## config.mk

```make
export PLATFORM = sky130hd
export DESIGN_NAME = pld_out_cell
export DESIGN_NICKNAME = d
export VERILOG_FILES = /design/src/rtl/pld_out_cell.sv
export SDC_FILE = /design/constraint.sdc
export NUM_CORES = 1
export LEC_CHECK = 0
export CORE_AREA = 2 2 39 41
export DETAILED_ROUTE_END_ITERATION = 7
export DIE_AREA = 0 0 41 43
export MAX_ROUTING_LAYER = met4
export PLACE_DENSITY_LB_ADDON = 0.15
export SETUP_SLACK_MARGIN = 0.4
export SLEW_MARGIN = 10
export SYNTH_ARGS = -nofsm -noshare
export SYNTH_HDL_FRONTEND = slang
export SYNTH_SLANG_ARGS = --single-unit
```

## constraint.sdc

```tcl
create_clock -name clk -period 1.8 [get_ports clk]
set_clock_uncertainty 0.05 [all_clocks]
set_input_delay 0.45 -clock clk [delete_from_list [all_inputs] [get_ports clk]]
set_output_delay 0.45 -clock clk [all_outputs]
set_load 0.02 [all_outputs]
```

## src/rtl/pld_out_cell.sv

```systemverilog
module pld_out_cell #(
  parameter int NTERM    = 8,
  parameter int NCELLS   = 8,
  parameter int CELL_IDX = 2
) (
  input  logic             clk,
  input  logic             por_n,
  input  logic [NTERM-1:0] pterm,
  input  logic             oe_n,
  input  logic             pin_in,
  input  logic             nbr_in,
  input  logic             syn,
  input  logic             ac0,
  input  logic             xor_pol,
  input  logic             ac1,
  input  logic             pre_en,
  input  logic             pre_val,
  output logic             pin_out,
  output logic             pin_oe,
  output logic             fb,
  output logic             cfg_bad
);
  localparam bit IS_CENTRE = (CELL_IDX == NCELLS/2 - 1) || (CELL_IDX == NCELLS/2);
  localparam bit IS_OUTER  = (CELL_IDX == 0) || (CELL_IDX == NCELLS - 1);

  typedef enum logic [1:0] {M_SIMPLE, M_COMPLEX, M_REG} mode_t;

  mode_t mode;
  logic  q;
  logic  sum_all, sum_io, reg_cell, io_cell, in_cell;

  always_comb begin
    if (syn && ac0)       mode = M_COMPLEX;
    else if (!syn && ac0) mode = M_REG;
    else                  mode = M_SIMPLE;
  end

  assign cfg_bad  = !syn && !ac0;
  assign sum_all  = |pterm;
  assign sum_io   = |pterm[NTERM-1:1];
  assign reg_cell = (mode == M_REG) && !ac1;
  assign io_cell  = ((mode == M_REG) && ac1) || (mode == M_COMPLEX);
  assign in_cell  = (mode == M_SIMPLE) && ac1 && !IS_CENTRE;

  always_ff @(posedge clk or negedge por_n) begin
    if (!por_n)        q <= 1'b0;
    else if (pre_en)   q <= pre_val;
    else if (reg_cell) q <= sum_all ^ xor_pol;
  end

  always_comb begin
    if (reg_cell) begin
      pin_out = ~q;
      pin_oe  = ~oe_n;
    end else if (io_cell) begin
      pin_out = sum_io ~^ xor_pol;
      pin_oe  = pterm[0];
    end else begin
      pin_out = sum_all ~^ xor_pol;
      pin_oe  = ~in_cell;
    end
  end

  always_comb begin
    case (mode)
      M_REG:     fb = ac1 ? pin_in : q;
      M_COMPLEX: fb = IS_OUTER ? 1'b0 : pin_in;
      default:   fb = IS_CENTRE ? 1'b0 : nbr_in;
    endcase
  end
endmodule


```

==> results of run 1 <==
final timing paths:
path / endpoint / startpoint
worst max-delay path: pin_out / pterm[4]
worst min-delay path: q / por_n
worst max register to register: q / q
worst min register to register: q / q
max in group asynchronous: q / por_n
min in group clk: q / q
what timing repair did:
action | 4_1_cts | 5_1_grt
setup buffers | 3 | 1
pin swaps | 11 | 7
hold buffers | 0 | 0
setup endpoints to repair | 5 | 5
gates resized for setup | 64 | 4
metrics by stage:
step / util, % / cells
after global placement: 33.82 / 65
after floorplan: - / 21
final: 36.62 / 69
after detailed placement: 33.82 / 65
after CTS: 35.44 / 68
after global routing: 36.62 / 69
power by group:
| group | internal, mW | leakage, nW | switching [mW] |
|---|---|---|---|
| Sequential | 0.0252 | 0.0122 | 0.00228 |
| Combinational | 0.0673 | 0.216 | 0.0404 |
| Clock | 0 | 0 | 0 |
| Total | 0.0925 | 0.228 | 0.0427 |
critical path, cell delays in order:
cell and delay (ns):
clkbuf_2 0.08, or4_4 0.53, a211oi_2 0.18, xnor2_1 0.16, mux2i_2 0.09, buf_4 0.16
routing by layer:
layer | part of all wire (%) | routed length, µm | track usage [%]
met5 | 0 | 0 | -
met4 | 0 | 0 | 0
met3 | 8.7 | 61 | 0
met2 | 54 | 377 | 15.00
met1 | 37 | 258 | 9.585
final cells by class:
class,instances,share of cell area (%)
Sequential cell,1,4.938
Multi-Input combinational cell,19,33.58
Inverter,1,0.7407
Timing Repair Buffer,32,56.79
Tap cell,16,3.951
logic make-up after synthesis:
family / after synthesis / synth area share (%)
simple gates: 8 / 27.13
compound gates: 7 / 31.78
xor+xnor: 2 / 10.85
mux: 2 / 12.40
flops: 1 / 15.50
buf+inv: 1 / 2.323
cells in the final DEF (no fill, tap or decap):
cell type,n
buf_6,11
buf_4,7
clkdlybuf4s50_1,5
buf_2,4
dlygate4sd2_1,3
nor2_1,2
nor2_4,1
mux2i_1,1
a21oi_2,1
o21a_1,1
o21ai_1,1
inv_1,1
o22ai_2,1
or4_4,1
or3_4,1
a211oi_2,1
xnor2_1,1
nand2_1,1
mux2i_2,1
nor3_4,1
xor2_1,1
nor2b_1,1
a22oi_1,1
o31ai_1,1
clkdlybuf4s15_1,1
clkbuf_2,1
dfrtp_1,1
==> impl_metrics.toml, run 1 <==
[cells_and_area]
final_nets = 74
final.fill_count = 157
fraction_of_final_layout_cells_sized_beyond_drive_strength_1_pct = 58.49
stdcell_area_um2 = 506.7
final_antenna_diode_count = 0
ff_latch_area_um2 = 25.02
multiInputGateArea_um2 = 170.2
areaGrowthSynthToFinish_pct = 214.0
top_register = "q"
largest_register_ffs = 1
largestRegisters = "q (1)"

[critical_path]
required_ns = 1.30
timing_worst_setup_path_type = "in -> out"
critPathLaunchType = "primary input"
cp_data_arrival_time_ns = 1.65
ff2ff_setup_slack_ns = 0.86
crit_fanout = 2
reg2reg_depth = 3
setup.worst_path.end_class = "primary output"

[timing]
timing_max_transition_violations_final = 0
finalHoldWorstSlack_ns = 0.5492
final_setup_fails = 2
worst_slew_pin_slew_ns = 0.1755
final-hold-violation-count = 0
final.setup.tns_ns = -0.4019
max_freq_ghz = 0.4652
rsz0062_at_grt = "true"
relSlewSlack_pct = 87.96
period_utilization_post_route_pct = 119.4
postLayoutSetupSlackWorst_ns = -0.3496
timing.final.crit_period_ns = 2.150

[placed_design]
dp_worst_setup_slack_ns = -1.142
numPortBuffers = 22
placed_wire_length_estimate_after_detailed_placement_um = 585.8
dpl_cell_area_um2 = 467.9
globalplace.congestion = 0.6251

[synthesis]
synth.most_common_cell = "nor2_1"
synth.top_cell.area_share_pct = 15.50
postSynthNetCount = 40
syn_area_um2 = 161.4
synth-seq-area-share_pct = 15.50
syn-instance-count = 21
number_of_flops_mapped_to_enable_cells_by_yosys = 0
synthTopCellsByCount = "3 x nor2_1, 2 x mux2i_1"
yosys_register_bits = 1
synth_area_per_cell_um2 = 7.686
synth.lib_cells_used.distinct = 18
yosysWarningCount = 0
ys_async_sr_fraction_pct = 100.0
synth.area.top_cells = "dfrtp_1 16%, mux2i_1 12%, a211oi_2 7.8%"
synth_top_area_cell = "dfrtp_1"
dominantRegCellSynth = "dfrtp_1"

[floorplanning]
initial_utilization_pct = 11.66
die_area_um2 = 1763
top_level_ports = 23
chipWidth_um = 41
die_y_um = 43
rows = 14
core_area_um2 = 1384

[min_path]
worst_hold_path_type = "in -> async"

[power]
p_per_area_nw_per_um2 = 266.8
total_power_mw = 0.1352
total_leakage_power_nw = 0.2279
vdd.ir_drop.worst_mv = 0.06838

[global_route]
first_pass_grt_wire_length_um = 1021
grt_antenna_before_repair = 0
grt_remaining_overflow = 0
first_global_vias = 276
groute.usage.overall_pct = 8.008
largest_net_degree_at_the_start_of_global_routing = 5

[detailed_routing]
starting_drc_count_in_detailed_routing = 1
detail_route.first_pass.iterations = 2
vias_per_cell = 4.116
drt-wirelength-per-cell_um = 10.12
routed_wl_um = 698
dr_total_vias = 284
detail-route-antenna-nets = 0
route.detailed.drc = 0

[cts]
clkTransAtPathRegs_ns = 0
clock_insertion_delay_worst_skew_ns = 0

[status]
failing_checks = "setup timing"
run_status = "finished with violations"

[run]
cap_viol_max_count = 0
(Power assumes the default switching activity.)
==> run 2, diff against run 1 <==
--- a/config.mk
+++ b/config.mk
@@ -5,9 +5,11 @@
 export SDC_FILE = /design/constraint.sdc
 export NUM_CORES = 1
 export LEC_CHECK = 0
+export CAP_MARGIN = 10
 export CORE_AREA = 2 2 39 41
 export DETAILED_ROUTE_END_ITERATION = 7
 export DIE_AREA = 0 0 41 43
+export GPL_TIMING_DRIVEN = 0
 export MAX_ROUTING_LAYER = met4
 export PLACE_DENSITY_LB_ADDON = 0.15
 export SETUP_SLACK_MARGIN = 0.4
==> run 2 against run 1 <==
  * Via count down 14%
  * Sequential power about the same
  * Power down 14%
  * Register-to-register slack about the same
  * Setup slack worse by 0.0075 ns
  * Combinational power down 18%
  * Critical path type unchanged
  * Design area down 18%
  * Cell count down 14%
  * The flow still finishes with violations (setup timing)
  * Largest power group unchanged
  * First-iteration DRC count unchanged
  * Critical path depth unchanged
==> impl_metrics.toml, run 2 (synthesis results as in run 1) <==
[critical_path]
critPathLaunchType = "primary input"
crit_fanout = 2
cp_slowest_cell = "or4_4"
critPathMaxStageDelay_ns = 0.53
cp_num_buf_inv = 2
cp_data_arrival_time_ns = 1.66
path_cells = "buf_6 > or4_4 > a211oi_2 > xnor2_1 > mux2i_2 > buf_4"
required_ns = 1.30
timing_worst_setup_path_type = "in -> out"
critical_path.top_delay_family = "simple AND/OR/NAND/NOR gates"
setup.worst_path.end_class = "primary output"

[timing]
timing_max_transition_violations_final = 0
final_setup_fails = 1
period_utilization_post_route_pct = 119.8
postLayoutSetupSlackWorst_ns = -0.3571
relSlewSlack_pct = 84.33
rsz0062_at_grt = "true"
worst_slew_pin_slew_ns = 0.2335
finalHoldWorstSlack_ns = 0.5486
final.setup.tns_ns = -0.3571
timing.final.crit_period_ns = 2.157
final-hold-violation-count = 0
max_freq_ghz = 0.4636

[power]
vdd.ir_drop.worst_mv = 0.05793
net-switching-power_mw = 0.03725
total_leakage_power_nw = 0.1701
sw_frac_of_total_pct = 32.14
p_comb_share_pct = 76.3
internal-power_mw = 0.07866
p_seq_share_pct = 23.7
clock_power_share_pct = 0
total_power_mw = 0.1159
p_per_area_nw_per_um2 = 279.9

[cts]
clkTransAtPathRegs_ns = 0
cts.repair_timing.setup_buffer_count = 0
clock_insertion_delay_worst_skew_ns = 0
cts-hold-fix-buffers = 0

[detailed_routing]
vias_per_cell = 4.119
detail_route.first_pass.iterations = 2
dr_total_vias = 243
routed_wl_um = 549
starting_drc_count_in_detailed_routing = 1
drt-wirelength-per-cell_um = 9.305
route.detailed.drc = 0
detail-route-antenna-nets = 0

[cells_and_area]
most-common-layout-cells = "4 x buf_2, 4 x dlygate4sd2_1, 4 x clkdlybuf4s50_1"
largestRegisters = "q (1)"
largest_register_ffs = 1
final_nets = 64
areaGrowthSynthToFinish_pct = 156.6
ff_latch_area_um2 = 25.02
multiInputGateArea_um2 = 161.4
final_antenna_diode_count = 0
top_register = "q"
final.fill_count = 155
finalCoreUtilization_pct = 29.93
fraction_of_final_layout_cells_sized_beyond_drive_strength_1_pct = 44.19

[global_route]
grt_remaining_overflow = 0
grt_antenna_before_repair = 0
first_pass_grt_wire_length_um = 966
first_global_vias = 242
largest_net_degree_at_the_start_of_global_routing = 7
groute.usage.overall_pct = 7.487

[floorplanning]
chipWidth_um = 41
rows = 14
core_area_um2 = 1384
top_level_ports = 23
die_area_um2 = 1763
die_y_um = 43
initial_utilization_pct = 11.66

[placed_design]
dp_worst_setup_slack_ns = -1.152
globalplace.congestion = 0.6075
numPortBuffers = 22
placed_wire_length_estimate_after_detailed_placement_um = 519.4

[status]
failing_checks = "setup timing"
run_status = "finished with violations"

[run]
cap_viol_max_count = 0

[min_path]
worst_hold_path_type = "in -> async"
==> run 2: path summary, 6_finish.rpt <==
| check | slack [ns] | cells past startpoint | start | to |
|---|---|---|---|---|
| worst max-delay path | -0.36 | 6 | pterm[7] | pin_out |
| worst min-delay path | 0.55 | 1 | por_n | q |
| worst max register to register | 0.85 | 3 | q | q |
| worst min register to register | 0.64 | 3 | q | q |
| max in group asynchronous | 1.05 | 1 | por_n | q |
| min in group clk | 0.64 | 3 | q | q |
==> run 2: layout make-up <==
type	count	share of cell area, %
repair buffers	22	49.24
well taps	16	4.834
inverters	1	0.9063
multi-input cells	19	38.97
flip-flops and latches	1	6.042
==> run 2: timing repair <==
item / 4_1_cts / 5_1_grt
resized for setup: 61 / 4
pin swaps: 8 / 5
setup endpoints to repair: 5 / 4
==> run 2: metrics by stage <==
step | instances | cell area (µm²)
floorplan | 21 | 182.7
global placement | 59 | 422.9
detailed placement | 59 | 422.9
CTS | 59 | 404.1
global route | 59 | 414.1
finish | 59 | 414.1
==> run 2: power groups by stage <==
stage | sequential [mW] | clock, mW | combinational, mW
floorplan | 0.0267 | 0 | 0.0332
global placement | 0.0273 | 0 | 0.0924
detailed placement | 0.0274 | 0 | 0.0943
CTS | 0.0274 | 0 | 0.0870
global route | 0.0279 | 0 | 0.0958
finish | 0.0274 | 0 | 0.0885
==> run 2: layer usage <==
layer  vias to the layer above  track usage (%)  part of all wire [%]
li1                        123                -                     -
met1                       105            9.873                    36
met2                        15            13.13                    54
met3                         0                0                   9.5
met4                         0                0                     0
met5                         -                -                     0
